### src/rtl/rtw_pkg.sv
package rtw_pkg;

  // Per-channel life cycle of one outstanding request.
  typedef enum logic [1:0] {
    CH_IDLE = 2'd0,  // nothing outstanding
    CH_WAIT = 2'd1,  // counting towards the limit
    CH_LATE = 2'd2   // limit passed, still awaiting the response
  } ch_state_e;

  // Increment that holds at the all-ones value.
  function automatic logic [31:0] sat_inc(input logic [31:0] v, input int unsigned w);
    logic [31:0] top;
    top = (w >= 32) ? 32'hFFFF_FFFF : ((32'd1 << w) - 32'd1);
    return (v >= top) ? top : v + 32'd1;
  endfunction

endpackage

### src/rtl/rtw_channel.sv
module rtw_channel #(
  parameter int CNT_W = 16,
  parameter int ID_W  = 3
) (
  input  logic             clk,
  input  logic             rst,
  input  logic             issue,
  input  logic [ID_W-1:0]  issue_id,
  input  logic             rsp_hit,
  input  logic [ID_W-1:0]  rsp_id,
  input  logic [CNT_W-1:0] limit,
  input  logic             clr_tmo,
  input  logic             clr_ide,
  output logic             busy,
  output logic             tmo_flag,
  output logic             ide_flag
);
  import rtw_pkg::*;

  ch_state_e        state;
  logic [CNT_W-1:0] cnt;
  logic [ID_W-1:0]  id_q;
  logic             tmo_set;
  logic             ide_set;
  logic [31:0]      cnt_ext;
  logic [31:0]      cnt_inc;

  assign cnt_ext = 32'(cnt);
  assign cnt_inc = sat_inc(cnt_ext, CNT_W);

  // A response in the same cycle as the limit is reached counts as on time.
  assign tmo_set = (state == CH_WAIT) && !rsp_hit &&
                   (limit != '0) && (cnt == limit);
  assign ide_set = (state != CH_IDLE) && rsp_hit && (rsp_id != id_q);
  assign busy    = (state != CH_IDLE);

  always_ff @(posedge clk) begin
    if (rst) begin
      state <= CH_IDLE;
      cnt   <= '0;
      id_q  <= '0;
    end else begin
      unique case (state)
        CH_IDLE: begin
          if (issue) begin
            state <= CH_WAIT;
            cnt   <= CNT_W'(1);
            id_q  <= issue_id;
          end
        end
        CH_WAIT: begin
          if (rsp_hit)      state <= CH_IDLE;
          else if (tmo_set) state <= CH_LATE;
          else              cnt   <= cnt_inc[CNT_W-1:0];
        end
        CH_LATE: begin
          if (rsp_hit) state <= CH_IDLE;
        end
        default: state <= CH_IDLE;
      endcase
    end
  end

  // Sticky flags: a set has priority over a clear in the same cycle.
  always_ff @(posedge clk) begin
    if (rst) begin
      tmo_flag <= 1'b0;
      ide_flag <= 1'b0;
    end else begin
      tmo_flag <= tmo_set | (tmo_flag & ~clr_tmo);
      ide_flag <= ide_set | (ide_flag & ~clr_ide);
    end
  end

endmodule

### src/rtl/rtw_fwd.sv
module rtw_fwd #(
  parameter int CH_W  = 2,
  parameter int HDR_W = 16
) (
  input  logic             clk,
  input  logic             rst,
  input  logic             in_valid,
  input  logic [CH_W-1:0]  in_ch,
  input  logic [HDR_W-1:0] in_hdr,
  output logic             out_valid,
  output logic [CH_W-1:0]  out_ch,
  output logic [HDR_W-1:0] out_hdr
);
  // Every response is passed on unconditionally, late or not.
  always_ff @(posedge clk) begin
    if (rst) begin
      out_valid <= 1'b0;
      out_ch    <= '0;
      out_hdr   <= '0;
    end else begin
      out_valid <= in_valid;
      if (in_valid) begin
        out_ch  <= in_ch;
        out_hdr <= in_hdr;
      end
    end
  end
endmodule

### src/rtl/rtw_irq.sv
module rtw_irq #(
  parameter int NUM_CH = 4
) (
  input  logic              clk,
  input  logic              rst,
  input  logic [NUM_CH-1:0] tmo_flag,
  input  logic [NUM_CH-1:0] ide_flag,
  input  logic [NUM_CH-1:0] tmo_ie,
  input  logic [NUM_CH-1:0] ide_ie,
  output logic              irq
);
  logic [NUM_CH-1:0] pend;

  assign pend = (tmo_flag & tmo_ie) | (ide_flag & ide_ie);

  always_ff @(posedge clk) begin
    if (rst) irq <= 1'b0;
    else     irq <= |pend;
  end
endmodule

### src/rtl/resp_timeout_guard.sv
module resp_timeout_guard #(
  parameter int NUM_CH = 4,
  parameter int CNT_W  = 16,
  parameter int ID_W   = 3,
  parameter int HDR_W  = 16,
  parameter int CH_W   = (NUM_CH > 1) ? $clog2(NUM_CH) : 1
) (
  input  logic                    clk,
  input  logic                    rst,
  input  logic                    enable,
  input  logic                    req_valid,
  input  logic [CH_W-1:0]         req_ch,
  input  logic [ID_W-1:0]         req_id,
  input  logic                    rsp_valid,
  input  logic [CH_W-1:0]         rsp_ch,
  input  logic [HDR_W-1:0]        rsp_hdr,
  input  logic [NUM_CH*CNT_W-1:0] tmo_limit,
  input  logic [NUM_CH-1:0]       tmo_ie,
  input  logic [NUM_CH-1:0]       ide_ie,
  input  logic [NUM_CH-1:0]       clr_tmo,
  input  logic [NUM_CH-1:0]       clr_ide,
  output logic [NUM_CH-1:0]       tmo_flag,
  output logic [NUM_CH-1:0]       ide_flag,
  output logic                    irq,
  output logic                    fwd_valid,
  output logic [CH_W-1:0]         fwd_ch,
  output logic [HDR_W-1:0]        fwd_hdr
);
  localparam int ID_MSB = HDR_W - 1;

  logic [NUM_CH-1:0] busy;
  logic [ID_W-1:0]   rsp_id;

  assign rsp_id = rsp_hdr[ID_MSB -: ID_W];

  for (genvar g = 0; g < NUM_CH; g++) begin : g_ch
    logic issue_g;
    logic hit_g;

    assign issue_g = enable && req_valid && (req_ch == CH_W'(g)) && !busy[g];
    assign hit_g   = rsp_valid && (rsp_ch == CH_W'(g));

    rtw_channel #(
      .CNT_W (CNT_W),
      .ID_W  (ID_W)
    ) u_chan (
      .clk      (clk),
      .rst      (rst),
      .issue    (issue_g),
      .issue_id (req_id),
      .rsp_hit  (hit_g),
      .rsp_id   (rsp_id),
      .limit    (tmo_limit[g*CNT_W +: CNT_W]),
      .clr_tmo  (clr_tmo[g]),
      .clr_ide  (clr_ide[g]),
      .busy     (busy[g]),
      .tmo_flag (tmo_flag[g]),
      .ide_flag (ide_flag[g])
    );
  end

  rtw_fwd #(
    .CH_W  (CH_W),
    .HDR_W (HDR_W)
  ) u_fwd (
    .clk       (clk),
    .rst       (rst),
    .in_valid  (rsp_valid),
    .in_ch     (rsp_ch),
    .in_hdr    (rsp_hdr),
    .out_valid (fwd_valid),
    .out_ch    (fwd_ch),
    .out_hdr   (fwd_hdr)
  );

  rtw_irq #(
    .NUM_CH (NUM_CH)
  ) u_irq (
    .clk      (clk),
    .rst      (rst),
    .tmo_flag (tmo_flag),
    .ide_flag (ide_flag),
    .tmo_ie   (tmo_ie),
    .ide_ie   (ide_ie),
    .irq      (irq)
  );

endmodule

### config.mk
export PLATFORM = sky130hd
export DESIGN_NAME = resp_timeout_guard
export DESIGN_NICKNAME = d
export VERILOG_FILES = /design/src/rtl/rtw_pkg.sv /design/src/rtl/rtw_channel.sv /design/src/rtl/rtw_fwd.sv /design/src/rtl/rtw_irq.sv /design/src/rtl/resp_timeout_guard.sv
export SDC_FILE = /design/constraint.sdc
export NUM_CORES = 1
export LEC_CHECK = 0
export BUFFER_PORTS_ARGS = -buffer_cell sky130_fd_sc_hd__buf_2
export CAP_MARGIN = 40
export CORE_ASPECT_RATIO = 0.7
export CORE_MARGIN = 5
export CORE_UTILIZATION = 62
export CTS_BUF_LIST = sky130_fd_sc_hd__clkbuf_4 sky130_fd_sc_hd__clkbuf_8
export DETAILED_ROUTE_END_ITERATION = 12
export GPL_ROUTABILITY_DRIVEN = 0
export GPL_TIMING_DRIVEN = 0
export MAX_ROUTING_LAYER = met4
export PLACE_DENSITY = 0.88
export REMOVE_ABC_BUFFERS = 1
export SYNTH_ARGS = -nofsm -noshare
export SYNTH_HDL_FRONTEND = slang
export SYNTH_SLANG_ARGS = --single-unit
### constraint.sdc
create_clock -name clk -period 3.12 [get_ports clk]
set_input_delay 0.468 -clock clk [delete_from_list [all_inputs] [get_ports clk]]
set_output_delay 0.468 -clock clk [all_outputs]
set_load 0.05 [all_outputs]
[Yosys cells after proc, flatten, opt, wreduce, memory -nomap -nowiden]
Index checks and enable logic that the tools add are counted.
Word-level totals
  word-level logic and storage cells: 213
  flip-flop bits (word level): 112
  output and inout port bits: 28
  input port bits: 108
Operators by class
  mux-type cells: 40
  reduce and logical (&&, ||, !) cells: 72
  magnitude comparators: 4
  $add $sub $neg: 4
  bitwise gates (word level): 27
  equality and inequality tests: 42
Operators by type and width (count)
  2-to-1 mux 16 bit: 16
  one-hot mux 16 bit (2 select lines): 4
  adder 16 x 1 -> 16 bit, second input constant: 4
  == test 16 bit: 4
  >= comparator 16 bit, second input constant: 4
  nonzero test 16 bit: 4
  logical AND 1 bit: 33
  2-to-1 mux 2 bit: 16
  != test 2 bit, second input constant: 12
  one-hot mux 2 bit (3 select lines): 4
  == test 2 bit, second input constant: 8
  AND reduction 4 bit: 4
  nonzero test 2 bit: 8
  == test 2 x 1 -> 1 bit, second input constant: 6
  zero test 2 bit: 6
  != test 3 x 1 -> 1 bit, second input constant: 4
  != test 3 bit: 4
  AND reduction 3 bit: 4
  AND 1 bit: 8
  AND 4 bit: 2
  zero test 1 bit: 8
  != test 2 x 1 -> 1 bit, second input constant: 4
  NOT 1 bit: 8
  OR 1 bit: 8
  other kinds (3): 6

[Longest topological paths before layout]
  depth in word-level cells: 9
  gate-level depth with buffers: 9
  mapped depth without buffers: 7

[By module]
Synthesis repeated with hierarchy kept, for this count alone.
Second synthesis, totals
  cell total of the unflattened synthesis: 901
  area total of the unflattened synthesis: 7509.7 µm²
By module, submodules not included
  rtw_channel at g_ch[0].u_chan ...: instances 3, cells an instance 196, area an instance 1627.8 µm²
  rtw_channel at g_ch[3].u_chan: instances 1, cells an instance 236, area an instance 1814.2 µm²
  rtw_fwd: instances 1, cells an instance 60, area an instance 675.6 µm²
  resp_timeout_guard: instances 1, cells an instance 11, area an instance 77.6 µm²
  rtw_irq: instances 1, cells an instance 6, area an instance 58.8 µm²

[Least setup slack after synthesis]
OpenSTA, ideal clock, no wires.
  path type: input-to-reg
  start: input port rsp_valid
  end: register g_ch[0].u_chan.cnt[2]
  data required time: 2975 ps
  arrival: 1923 ps
  path slack: 1052 ps
  stages: 8
  setup time: 145 ps
  cells stage by stage: nor3b_1 -> nand2b_4 -> or4_4 -> o21ba_1 -> buf_6 -> buf_6 -> a21oi_1 -> a211oi_2
On the way
  longest elaborated chain between the ends: 7
  elaborated cells on any way between the ends: 8
RTL lines
  from (decl): RTL line resp_timeout_guard.sv:14  | input logic rsp_valid,
  logical AND 1 bit (*): RTL line resp_timeout_guard.sv:41  | assign hit_g = rsp_valid && (rsp_ch == CH_W'(g));
  zero test 1 bit: RTL line rtw_channel.sv:32  | assign tmo_set = (state == CH_WAIT) && !rsp_hit &&
  logical AND 1 bit (2 in series): RTL line rtw_channel.sv:32
  logical AND 1 bit: RTL line rtw_channel.sv:33  | (limit != '0) && (cnt == limit);
  != test 2 bit (no source line)
  AND reduction 4 bit (no source line) (*)
  to (signal assigned): RTL line rtw_channel.sv:54  | else cnt <= cnt_inc[CNT_W-1:0];
  to (decl): RTL line rtw_channel.sv:21  | logic [CNT_W-1:0] cnt;
Every way passes the cells marked *; elsewhere a longest branch is shown, timed or not.
A chain may end at the register's enable or synchronous reset.

[Worst setup path after layout]
  start: input port rsp_valid
  end: register g_ch[0].u_chan.cnt[13]
Same word-level chain as after synthesis.

==> results_dict.tcl <==
set metrics [dict create \
    status "complete, no violations" \
    antenna_found_initial 1 \
    clock-sinks 112 \
    die_h_um 97.76 \
    final_cell_mix "buf_2, dfxtp_1, nor2_1" \
    power_switching_uw 754.1 \
    final_cell_area_mm2 0.007677 \
    io_pins 136 \
    fin_ws_ns 0.5144 \
    min_delay_path_depth 3 \
    overflow 0 \
    totalWireLength_um 17810 \
    drc 0 \
    core_region_area_mm2 0.01089 \
    r2r_cells 7 \
    vias_per_cell 6.177 \
    r2r-start "g_ch[3].u_chan.state[0]$_SDFFE_PP0P_" \
    power_leakage_nw 2.934 \
    max_slew_margin_pct 48.38 \
    nFillCells 911 \
    final.setup.tns_ns 0 \
    regToRegEndpoint "g_ch[3].u_chan.cnt[3]$_SDFFE_PP0P_" \
    worstMarginPinSlew_ns 0.7735 \
    synth_edf_count 0 \
    min_from "rsp_hdr[11]" \
    crit_type "in2reg" \
    grtUsageTotal_pct 26.62 \
    cts.path.max_buffers 2 \
    synth_cell_types 75 \
    max_cap_violations 0 \
    vias 6721 \
    row_count 32 \
    fin_skew_ns 0.01029 \
    cts_setup_buffers 0 \
    drtIter0Drc 724 \
    drtPass1Iterations 6 \
    syn_area_per_cell_um2 8.140 \
    final_common_cell "buf_2" \
    critical_path_required_ns 3.38 \
    critPathMaxFanout 23 \
    post_dp_cell_area_mm2 0.007471 \
    slew_viol_final 0 \
    reg2reg_slack_ns 0.58 \
    syn_area_mm2 0.006822 \
    power_density_mw_per_mm2 358.4 \
    pwr-share-clk_pct 32.7 \
    port_buffers 135 \
    place_ws_ns 0.1400 \
    fin_crit_sh_pct 83.51 \
    swShare_pct 27.41 \
    root_buffer "clkbuf_8" \
    async_flop_share_pct 0 \
    cts_tree "done" \
    hpwl_um 13270 \
    ys_seq_area_share_pct 32.87 \
    cts_buffers 9 \
    setup_viol 0 \
    min_to "u_fwd.out_hdr[11]$_SDFFE_PP0P_" \
    finalHoldViolations 0 \
    worst-endpoint-arrival_ns 2.86 \
    clk_latency_ns 0.37 \
    endpoint_kind "register" \
    internal_power_mw 1.997 \
    grt_pass1_wl_um 28660 \
    layout-drive-gt1-share_pct 20.45 \
    ys_ff_latch 112 \
    start_kind "input port" \
    post_drt_wl_per_cell_um 16.37 \
    postSynthCellCount 838 \
    grt_pass1_vias 6025 \
    path_clk_slew_ns 0.10 \
    min_period_ns 2.606 \
    post_cts_resize_count 0 \
    rsz0062_at_grt "no" \
    vdd_drop_max_mv 0.3706 \
    start_util_pct 62.64 \
    cts-htree-levels 3 \
    synthToLayoutAreaGrowth_pct 12.55 \
    grt_max_degree 81 \
    ant_nets 0 \
    die_area_mm2 0.01323 \
    hp-class "in2reg" \
    seqPwrFrac_pct 53.4 \
    holdBufCountCts 0 \
    synth_flop_cell "dfxtp_1" \
    die_x_um 135.4 \
    hold_ws_ns 0.3262 \
    combPwrFrac_pct 13.9 \
    fin_nets 1041 \
    fmax_mhz 383.8 \
    yosysWarnings 0 \
]
-- per-stage QoR --
| stage | util [%] | power [mW] | instances |
|---|---|---|---|
| final | 70.50 | 2.751 | 1088 |
| after CTS | 70.47 | 2.764 | 1087 |
| after global placement | 67.75 | 1.860 | 1066 |
| after detailed placement | 68.60 | 1.881 | 1071 |
| after global routing | 70.50 | 2.852 | 1088 |
| after floorplan | - | 1.694 | 778 |
-- area by class of cell --
type / count / area, um2 / area share (%)
multi-input cells: 647 / 4202 / 54.73
repair buffers: 140 / 764.5 / 9.958
clock buffers: 10 / 137.6 / 1.793
clock inverters: 6 / 66.31 / 0.8638
well taps: 153 / 191.4 / 2.493
diodes: 1 / 2.502 / 0.03259
flip-flops and latches: 112 / 2242 / 29.20
inverters: 19 / 71.32 / 0.9289
-- synthesized netlist by cell type, drive strengths merged (4+ instances only) --
cell type / count / area, um2
nor3: 15 / 80.08
buf: 38 / 227.7
o21ai: 34 / 181.4
or2: 5 / 31.28
a31oi: 14 / 87.58
and4: 6 / 52.55
ha: 4 / 50.05
nand3: 48 / 240.2
mux2i: 28 / 280.3
inv: 19 / 71.32
nor4: 30 / 193.9
nor2b: 5 / 31.28
nor2: 73 / 274.0
o31ai: 8 / 60.06
a21oi: 51 / 255.2
o311ai: 4 / 42.55
nand2: 74 / 287.8
clkbuf: 22 / 82.58
xor2: 44 / 385.4
nand4: 22 / 137.6
and2: 9 / 56.30
and3: 19 / 118.9
a22oi: 5 / 37.54
a211oi: 27 / 262.8
o211ai: 12 / 90.09
a21boi: 4 / 45.04
dfxtp: 112 / 2242
nand2b: 12 / 82.58
xnor2: 32 / 280.3
a41oi: 11 / 103.9
-- power groups by stage --
stage / clock network (mW) / registers, mW / logic (mW)
finish: 0.899 / 1.47 / 0.382
global placement: 0 / 1.50 / 0.358
global route: 0.964 / 1.47 / 0.414
CTS: 0.913 / 1.47 / 0.380
detailed placement: 0 / 1.50 / 0.378
floorplan: 0 / 1.55 / 0.143
-- sequential cells by signal, summed over array words and instances (netlist names) --
register / cells
g_ch.u_chan.state: 8
g_ch.u_chan.ide_flag: 4
g_ch.u_chan.cnt: 64
g_ch.u_chan.tmo_flag: 4
u_fwd.out_hdr: 16
u_fwd.out_ch: 2
u_fwd.out_valid: 1
u_irq.irq: 1
g_ch.u_chan.id_q: 12
-- critical path, cell delays in order --
cell and delay [ns]:
buf_2 0.46, nor3b_1 0.62, nand2b_4 0.28, or4_4 0.13
o21ba_1 0.32, buf_16 0.21, a21boi_4 0.27, a211oi_2 0.09
-- how the worst max path moves through the flow --
stage,start,slack (ns),end
floorplan,req_ch[0],0.49,g_ch[1].u_chan.cnt[9]$_SDFFE_PP0P_
global placement,rst,-0.65,g_ch[2].u_chan.cnt[15]$_SDFFE_PP0P_
detailed placement,rsp_valid,0.14,g_ch[0].u_chan.cnt[13]$_SDFFE_PP0P_
CTS,rsp_valid,0.54,g_ch[0].u_chan.cnt[13]$_SDFFE_PP0P_
global route,rsp_valid,0.31,g_ch[0].u_chan.cnt[7]$_SDFFE_PP0P_
finish,rsp_valid,0.51,g_ch[0].u_chan.cnt[13]$_SDFFE_PP0P_
-- cells by family after synthesis --
| logic type | Yosys count | synth area share, % |
|---|---|---|
| compound gates | 201 | 21.17 |
| simple gates | 337 | 25.61 |
| flops | 112 | 32.87 |
| buf+inv | 79 | 5.594 |
| fa+ha+maj | 4 | 0.7337 |
| xor+xnor | 76 | 9.758 |
| mux | 29 | 4.274 |
-- metal layers --
metal	vias up	GRT usage [%]	part of all wire (%)
met4	0	4.957	1.4
met5	-	-	0
met2	325	39.91	44
li1	3250	-	-
met3	27	5.510	8.7
met1	3119	37.58	46
(Power assumes the default switching activity.)
